==> config.mk <==
export PLATFORM = sky130hd
export DESIGN_NAME = wsched_top
export DESIGN_NICKNAME = d
export VERILOG_FILES = /design/src/rtl/wsched_pkg.sv /design/src/rtl/wsched_rr_pick.sv /design/src/rtl/wsched_valu_timer.sv /design/src/rtl/wsched_top.sv
export SDC_FILE = /design/constraint.sdc
export NUM_CORES = 1
export LEC_CHECK = 0
export BUFFER_PORTS_ARGS = -buffer_cell sky130_fd_sc_hd__buf_4
export CORE_MARGIN = 2
export CORE_UTILIZATION = 45
export CTS_CLUSTER_SIZE = 16
export DETAILED_ROUTE_END_ITERATION = 10
export SETUP_SLACK_MARGIN = 0.02
export SLEW_MARGIN = 20
export SYNTH_ARGS = -nofsm -noshare
export SYNTH_HDL_FRONTEND = slang
export SYNTH_SLANG_ARGS = --single-unit
==> constraint.sdc <==
create_clock -name clk -period 9.5 [get_ports clk]
set_clock_uncertainty 0.2 [all_clocks]
set_input_delay 2.85 -clock clk [delete_from_list [all_inputs] [get_ports clk]]
set_output_delay 2.85 -clock clk [all_outputs]
set_load 0.02 [all_outputs]
==> src/rtl/wsched_pkg.sv <==
`timescale 1ns/1ps
package wsched_pkg;
    localparam int OP_W      = 3;
    localparam int NUM_UNITS = 5;

    typedef enum logic [OP_W-1:0] {
        OP_VALU   = 3'd0,
        OP_SCALAR = 3'd1,
        OP_VMEM   = 3'd2,
        OP_LDS    = 3'd3,
        OP_EXPORT = 3'd4,
        OP_SPEC   = 3'd5,
        OP_WAIT   = 3'd6,
        OP_IDLE   = 3'd7
    } op_e;
endpackage

==> src/rtl/wsched_rr_pick.sv <==
`timescale 1ns/1ps
module wsched_rr_pick #(
    parameter int N   = 10,
    parameter int IDW = 4
) (
    input  logic [N-1:0]   req,
    input  logic [IDW-1:0] ptr,
    output logic [N-1:0]   gnt,
    output logic [IDW-1:0] gnt_id,
    output logic           found
);
    always_comb begin
        gnt    = '0;
        gnt_id = '0;
        found  = 1'b0;
        for (int k = 0; k < N; k++) begin
            int idx;
            idx = int'(ptr) + k;
            if (idx >= N) idx = idx - N;
            if (!found && req[idx]) begin
                found    = 1'b1;
                gnt[idx] = 1'b1;
                gnt_id   = IDW'(idx);
            end
        end
    end
endmodule

==> src/rtl/wsched_valu_timer.sv <==
`timescale 1ns/1ps
module wsched_valu_timer #(
    parameter int BASE_LAT = 4,
    parameter int TW       = 4
) (
    input  logic       clk,
    input  logic       rst_n,
    input  logic       start,
    input  logic [1:0] lat_code,
    output logic       busy
);
    typedef struct packed {
        logic [TW-1:0] cnt;
    } tmr_st_t;

    tmr_st_t st_d, st_q;
    int      span;

    always_comb begin
        st_d = st_q;
        span = (lat_code >= 2'd2) ? BASE_LAT * 4 : BASE_LAT << lat_code;
        if (start) begin
            st_d.cnt = TW'(span - 1);
        end else if (st_q.cnt != '0) begin
            st_d.cnt = st_q.cnt - 1'b1;
        end
    end

    always_ff @(posedge clk or negedge rst_n) begin
        if (!rst_n) st_q <= '0;
        else        st_q <= st_d;
    end

    assign busy = (st_q.cnt != '0);
endmodule

==> src/rtl/wsched_top.sv <==
`timescale 1ns/1ps
module wsched_top
    import wsched_pkg::*;
#(
    parameter int NUM_SLOTS = 10,
    parameter int CNT_W     = 4,
    parameter int BASE_LAT  = 4,
    localparam int IDW      = $clog2(NUM_SLOTS)
) (
    input  logic                      clk,
    input  logic                      rst_n,
    input  logic [NUM_SLOTS-1:0]      i_slot_valid,
    input  logic [NUM_SLOTS-1:0]      i_slot_stall,
    input  logic [OP_W*NUM_SLOTS-1:0] i_slot_op,
    input  logic [CNT_W*NUM_SLOTS-1:0] i_slot_arg,
    input  logic [CNT_W*NUM_SLOTS-1:0] i_slot_vmcnt,
    output logic [NUM_UNITS*NUM_SLOTS-1:0] o_unit_gnt,
    output logic [NUM_UNITS*IDW-1:0]  o_unit_id,
    output logic [NUM_UNITS-1:0]      o_unit_vld,
    output logic [NUM_SLOTS-1:0]      o_retire
);
    localparam int NUM_ARB = NUM_UNITS + 1;
    localparam int SPEC_IX = NUM_UNITS;
    localparam int TW      = $clog2(BASE_LAT * 4);

    typedef struct packed {
        logic [NUM_ARB-1:0][IDW-1:0] ptr;
    } ptr_st_t;

    ptr_st_t st_d, st_q;

    logic [NUM_ARB-1:0][NUM_SLOTS-1:0] req;
    logic [NUM_ARB-1:0][NUM_SLOTS-1:0] gnt;
    logic [NUM_ARB-1:0][IDW-1:0]       gid;
    logic [NUM_ARB-1:0]                found;
    logic                              valu_busy;
    logic [1:0]                        valu_lat;

    // Eligibility per arbiter and slot
    always_comb begin
        req = '0;
        for (int s = 0; s < NUM_SLOTS; s++) begin
            logic             live;
            op_e              op;
            logic [CNT_W-1:0] arg;
            logic [CNT_W-1:0] vmc;
            live = i_slot_valid[s] && !i_slot_stall[s];
            op   = op_e'(i_slot_op[s*OP_W +: OP_W]);
            arg  = i_slot_arg[s*CNT_W +: CNT_W];
            vmc  = i_slot_vmcnt[s*CNT_W +: CNT_W];
            for (int a = 0; a < NUM_UNITS; a++) begin
                req[a][s] = live && (op == op_e'(a));
            end
            req[0][s] = req[0][s] && !valu_busy;
            req[SPEC_IX][s] = live && ((op == OP_SPEC) ||
                                       ((op == OP_WAIT) && (vmc <= arg)));
        end
    end

    for (genvar a = 0; a < NUM_ARB; a++) begin : g_arb
        wsched_rr_pick #(.N(NUM_SLOTS), .IDW(IDW)) u_pick (
            .req    (req[a]),
            .ptr    (st_q.ptr[a]),
            .gnt    (gnt[a]),
            .gnt_id (gid[a]),
            .found  (found[a])
        );
    end

    // Latency code of the vector ALU instruction being granted
    always_comb begin
        valu_lat = 2'd0;
        for (int s = 0; s < NUM_SLOTS; s++) begin
            if (gnt[0][s]) valu_lat = i_slot_arg[s*CNT_W +: 2];
        end
    end

    wsched_valu_timer #(.BASE_LAT(BASE_LAT), .TW(TW)) u_timer (
        .clk      (clk),
        .rst_n    (rst_n),
        .start    (found[0]),
        .lat_code (valu_lat),
        .busy     (valu_busy)
    );

    // Pointer advance: one past the granted slot, wrapping
    always_comb begin
        st_d = st_q;
        for (int a = 0; a < NUM_ARB; a++) begin
            if (found[a]) begin
                st_d.ptr[a] = (gid[a] == IDW'(NUM_SLOTS - 1)) ? '0 : gid[a] + 1'b1;
            end
        end
    end

    always_ff @(posedge clk or negedge rst_n) begin
        if (!rst_n) st_q <= '0;
        else        st_q <= st_d;
    end

    for (genvar a = 0; a < NUM_UNITS; a++) begin : g_out
        assign o_unit_gnt[a*NUM_SLOTS +: NUM_SLOTS] = gnt[a];
        assign o_unit_id[a*IDW +: IDW]              = gid[a];
        assign o_unit_vld[a]                        = found[a];
    end
    assign o_retire = gnt[SPEC_IX];
endmodule

==> results by group, run 1 <==
Worst setup path
  • CP max stage delay: 0.51 ns
  • CP max FO: 5
  • Crit-path cells: buf_4 > inv_1 > ha_4 > buf_6 > and4_1 > a21oi_1 > o21ai_0 > buf_4 > and2_1 > mux4_2 > o221ai_4 > nand4_1 > buf_4 > nor4b_4 > buf_4 > nand3_4 > buf_6 > nor2_4 > nor3_4 > mux2_4 > o21ai_2 > buf_6
  • Worst EP required: 6.45 ns
  • Most frequent CP cell: buf_4
  • CP max stage cell: mux4_2
  • Worst path bufs/invs: 8
  • CP Launch Type: input pin
  • Crit Path Class: in2out
  • CP delay by family, top: buffers and inverters
  • Crit path DAT: 6.56 ns
  • Crit. End Element: primary output

Synth
  • Yosys reg bits: 28
  • Ranking of synthesized cells by area: ha_1 12%, o21ai_0 5.2%, nand2_1 4.8%
  • Mapped Cells: 3518
  • Post-Syn Nets: 3885
  • Async S/R FF share, synth: 100%
  • Synth top area share: 11.9%
  • Synth area leader: ha_1
  • EDFF count, synth: 0
  • Post-synthesis cell type count: 130
  • Register area share after synthesis: 2.91%
  • Netlist Area Pre-Place: 0.0240 sq mm
  • Synth Area per Inst: 6.83 sq um
  • Synth warn: 0
  • Synth Flop Type: dfrtp_1

Die
  • Die width: 235 microns
  • Initial Util: 45.7%
  • # IOs: 217
  • Die height: 235 microns
  • # rows: 84
  • Core Region: 0.0527 sq mm
  • Die area: 0.0553 sq mm

STA
  • Final slew viol count: 0
  • Period Utilization, post-route: 101%
  • RSZ-0062 raised after global routing: yes
  • Final setup margin: -0.106 ns
  • Max Clock Freq: 0.104 GHz
  • Worst-margin pin slew: 1.08 ns
  • Final setup vio count: 8
  • Slew headroom: 27.6%
  • Fin. Hold Viols: 0
  • Period minus WS final: 9.61 ns

Cells and area
  • Share of layout cells above drive strength 1: 25.5%
  • Most frequent cells in the layout: 647 x buf_4, 304 x nand2_1, 281 x nor2_1
  • Fin nets: 4410
  • Area grow syn2layout: 27.5%
  • Commonest non-fill, non-tap cell in the layout: buf_4
  • Finished Layout Cells: 4734
  • FILL cells: 4983

Place
  • Placed Cells: 4700
  • Buffers on Ports: 216
  • DP Wirelength: 89400 microns
  • Routability congestion estimate: 1.04

Clock network
  • CTS tree: done
  • CTS root buf: clkbuf_16
  • Clk sinks: 28
  • Num CTS Buffers: 3
  • Clk_lat worst skew: 0.33 ns
  • Clock-pin slew on the worst setup and hold paths: 0.12 ns
  • Max H-tree Level: 1
  • Maximum clock path buffer count: 2

Global route
  • Pin count of the biggest net entering global routing: 59
  • First-pass GRT wire length: 165000 microns
  • Grt met2 use: 60.3%
  • Gr busiest metal: met2
  • Total track usage: 36.9%
  • Initial antenna violation count: 17
  • Vias in the first global route: 29140
  • Met3 GRT Util: 8.26%
  • Met1 global-route usage: 48.1%
  • Total global routing overflow: 0

Status
  • Violated checks: negative setup slack
  • Status: finished, violations left

Routing
  • DRT antenna net count: 0
  • Post-DR wirelength/cell: 23.2 microns
  • Final WL: 110000 microns
  • Vias post-DR: 31303
  • Pre-antenna DRT Iters: 7
  • DRC errors left: 0
  • Routed vias/inst: 6.61
  • Initial DRC Count: 3423

Worst hold path
  • Hold crit path type: reg2reg

Run
  • Maxcap violations: 0
flip-flops by register name (all words and copies together), names as in the netlist:
name / cells
u_timer.st_q: 4
st_q: 24
timing repair:
action                                  in CTS  in global routing
setup buffers                                8                 22
endpoints found under the hold margin        0                  0
endpoints found under the setup margin      55                 71
hold buffers                                 0                  0
pin swaps                                   21                 70
resized for setup                           83                185
cell families (layout without fill, tap and decap cells):
family                     Yosys count  in the layout  share of synthesized area [%]
AOI/OAI and AO/OA                 1177           1177                           34.1
xor gates and xnor gates           147            147                           5.57
adders and majority gates          235            235                           12.4
buffers and inverters              362            886                           6.14
DFF                                 28             28                           2.91
muxes                              154            154                           7.86
other                                0              4                              0
and+or+nand+nor                   1415           1415                           31.0
worst reg2reg max path, cell delays in order (launching register included):
cell and delay [ns]:
dfrtp_1 0.47, clkinv_1 0.48, ha_1 0.67, o21ai_0 0.33
ha_1 0.45, nand3_1 0.20, and4_1 0.25, a221oi_1 0.73
a21o_1 0.33, a211oi_2 0.17, buf_4 0.17, nand2b_1 0.17
nor3_1 0.13, buf_4 0.15, a311oi_2 0.28, a31oi_1 0.12
a311o_2 0.40, buf_4 0.14, buf_4 0.12, a221o_1 0.29
nor4bb_1 0.33, a32oi_1 0.15
final cells by class:
cell class,count,area (sq um),area share (%)
diodes,4,10.0,0.0327
flip-flops and latches,28,702,2.29
repair buffers,667,5120,16.7
multi-input cells,3128,23000,75.2
clock inverters,1,30.0,0.0980
clock buffers,3,75.1,0.245
inverters,215,815,2.66
well taps,688,861,2.81
metrics by stage:
stage	hold slack [ns]	instance area [sq um]	setup TNS [ns]	worst slack [ns]	util, %
6_report	0.364	30600	-0.360	-0.106	58.2
4_1_cts	0.373	29600	-0.541	-0.151	56.2
3_3_place_gp	0.324	29100	-9.28	-0.619	55.2
5_1_grt	0.413	30600	-1.89	-0.229	58.2
3_5_place_dp	0.338	29100	-11.09	-0.688	55.2
2_1_floorplan	0.298	24000	0	0.0695	-
synth_stat cells (40+ instances only):
cell,n
nand2_1,306
nor2_1,292
o21ai_0,252
ha_1,229
a21oi_1,206
inv_1,192
nor3_1,139
nand3_1,135
xnor2_1,124
mux2i_1,85
clkbuf_1,74
a31oi_1,69
nor2b_1,63
nand2b_1,61
and2_1,53
o211ai_1,52
and3_1,46
mux2_2,45
o22ai_1,45
a211oi_1,43
a32oi_1,41
buf_2,40
or3_1,40
final timing paths:
kind / to / cells after the start / slack, ns / startpoint
worst max-delay path: o_retire[8] / 22 / -0.11 / i_slot_arg[11]
worst min-delay path: u_timer.st_q[1]$_DFFE_PN0P_ / 2 / 0.36 / u_timer.st_q[1]$_DFFE_PN0P_
worst max register to register: u_timer.st_q[2]$_DFFE_PN0P_ / 21 / 2.64 / st_q[1]$_DFFE_PN0N_
worst min register to register: u_timer.st_q[1]$_DFFE_PN0P_ / 2 / 0.36 / u_timer.st_q[1]$_DFFE_PN0P_
max in group asynchronous: st_q[21]$_DFFE_PN0P_ / 1 / 6.29 / rst_n
min in group asynchronous: st_q[14]$_DFFE_PN0P_ / 1 / 2.33 / rst_n
routing by layer:
metal | vias to the layer above | part of all wire [%]
met5 | - | 0.13
met4 | 26 | 3.5
met2 | 1616 | 45
met1 | 14977 | 41
met3 | 260 | 9.8
li1 | 14424 | -
Power of run 1 is left out: the tool's default activity adds up to more than one toggle a clock period on the data nets, which glitch-free logic cannot reach.
==> inputs of run 2 (changes only) <==
Clock period 9.5 ns to 10.6 ns, I/O delays scaled along.
==> results by group, run 2 (synthesis results as in run 1) <==
STA
  • Period Utilization, post-route: 99.1%
  • Fin. Hold Viols: 0 (unchanged)
  • Slew headroom: 9.85% (-18 points)
  • Max Clock Freq: 0.0952 GHz
  • Final slew viol count: 0 (unchanged)
  • Final setup margin: 0.0921 ns (+0.198 ns)
  • Period minus WS final: 10.51 ns
  • Final setup vio count: 0 (-8)
  • Worst-margin pin slew: 1.34 ns (+0.261 ns)

Run
  • Maxcap violations: 0 (unchanged)

Die
  • # IOs: 217 (unchanged)
  • Core Region: 0.0527 sq mm (unchanged)
  • Initial Util: 45.7% (unchanged)
  • # rows: 84 (unchanged)
  • Die area: 0.0553 sq mm (unchanged)
  • Die width: 235 microns (unchanged)
  • Die height: 235 microns (unchanged)

Clock network
  • Max H-tree Level: 1 (unchanged)
  • Clk_lat worst skew: 0.33 ns (about the same)
  • CTS root buf: clkbuf_16
  • Clock-pin slew on the worst setup and hold paths: 0.12 ns (about the same)
  • Clk sinks: 28 (unchanged)
  • CTS tree: done
  • Num CTS Buffers: 3 (unchanged)
  • Maximum clock path buffer count: 2 (unchanged)

Global route
  • First-pass GRT wire length: 165000 microns (+0.16%)
  • Total track usage: 37.0% (+0.17 points)
  • Vias in the first global route: 28564 (-2.0%)
  • Total global routing overflow: 0 (unchanged)
  • Pin count of the biggest net entering global routing: 42 (-29%)
  • Initial antenna violation count: 9 (-8)

Routing
  • Pre-antenna DRT Iters: 6 (-1)
  • DRC errors left: 0 (unchanged)
  • Post-DR wirelength/cell: 23.9 microns (+2.7%)
  • Vias post-DR: 30883 (-1.3%)
  • DRT antenna net count: 0 (unchanged)
  • Final WL: 109000 microns (-0.45%)
  • Initial DRC Count: 3589 (+4.8%)
  • Routed vias/inst: 6.73 (+1.8%)

Cells and area
  • Largest reg by FF count: st_q
  • Share of layout cells above drive strength 1: 19.8% (-5.7 points)
  • Largest registers: st_q x24, u_timer.st_q x4
  • Fin nets: 4265 (-3.3%)
  • Largest register FFs: 24 (unchanged)
  • Commonest non-fill, non-tap cell in the layout: buf_4
  • Area grow syn2layout: 19.1%
  • Most frequent cells in the layout: 520 x buf_4, 306 x nand2_1, 291 x nor2_1

Worst setup path
  • R2R setup slack: 3.98 ns (+1.34 ns)
  • Crit. End Element: primary output
  • Crit path DAT: 7.13 ns (+0.57 ns)
  • Crit Path Class: in2out
  • CP Launch Type: input pin
  • CP max FO: 5 (unchanged)
  • Worst EP required: 7.22 ns (+0.77 ns)

Status
  • Status: finished, final reports clean

Place
  • Routability congestion estimate: 1.09 (+4.3%)
  • DP Wirelength: 89400 microns (about the same)
  • DP Worst Slack: -0.197 ns (+0.491 ns)
  • Buffers on Ports: 216 (unchanged)

Worst hold path
  • Hold crit path type: reg2reg
-- run 2: what timing repair did --
item,CTS,global route
setup buffers,2,8
resized for setup,7,65
hold buffers,0,0
endpoints found under the setup margin,10,24
pin swaps,2,14
-- run 2: per-stage QoR --
| step | hold slack (ns) | area (sq um) | setup TNS, ns | instances | utilization (%) |
|---|---|---|---|---|---|
| floorplan | 0.298 | 24000 | 0 | 3518 | - |
| global placement | 0.321 | 28100 | -0.0323 | 4572 | 53.4 |
| detailed placement | 0.353 | 28100 | -1.03 | 4572 | 53.4 |
| CTS | 0.374 | 28300 | 0 | 4578 | 53.7 |
| global route | 0.401 | 28600 | -0.00460 | 4586 | 54.4 |
| finish | 0.370 | 28600 | 0 | 4587 | 54.4 |
-- run 2: area by class of cell --
class | count | area [sq um]
Sequential cell | 28 | 702
Antenna cell | 2 | 5.00
Tap cell | 688 | 861
Inverter | 215 | 807
Clock inverter | 1 | 30.0
Multi-Input combinational cell | 3128 | 22200
Timing Repair Buffer | 522 | 3940
Clock buffer | 3 | 75.1
Fill cell | 5142 | 24000
-- run 2: final timing paths --
check,startpoint,end,cells after the start
min,st_q[20]$_DFFE_PN0P_,st_q[20]$_DFFE_PN0P_,2
min in group asynchronous,rst_n,st_q[5]$_DFFE_PN0P_,1
max in group asynchronous,rst_n,st_q[0]$_DFFE_PN0N_,1
max reg2reg,st_q[3]$_DFFE_PN0N_,u_timer.st_q[2]$_DFFE_PN0P_,20
max,i_slot_op[19],o_retire[0],18
min reg2reg,st_q[20]$_DFFE_PN0P_,st_q[20]$_DFFE_PN0P_,2
-- run 2: critical path, stage by stage --
cell and delay (ns):
buf_4 0.11, nor2b_1 0.62, a21boi_0 0.40, buf_4 0.20, o211ai_1 0.10, a32oi_2 0.45
o221ai_4 0.17, buf_4 0.16, buf_4 0.14, inv_1 0.06, nor4_1 0.05, buf_4 0.15
and3_1 0.18, a221o_1 0.32, a221oi_1 0.31, mux2i_1 0.14, a31o_2 0.23, buf_4 0.15
-- run 2: routing by layer --
metal | share of wire [%] | vias to the layer above | global-route usage [%]
met2 | 45 | 1710 | 59.6
met5 | 0.080 | - | 0
met3 | 9.4 | 236 | 5.28
met4 | 3.3 | 14 | 11.2
met1 | 43 | 14781 | 51.0
li1 | - | 14142 | -
Power of run 2 is left out for the same reason.
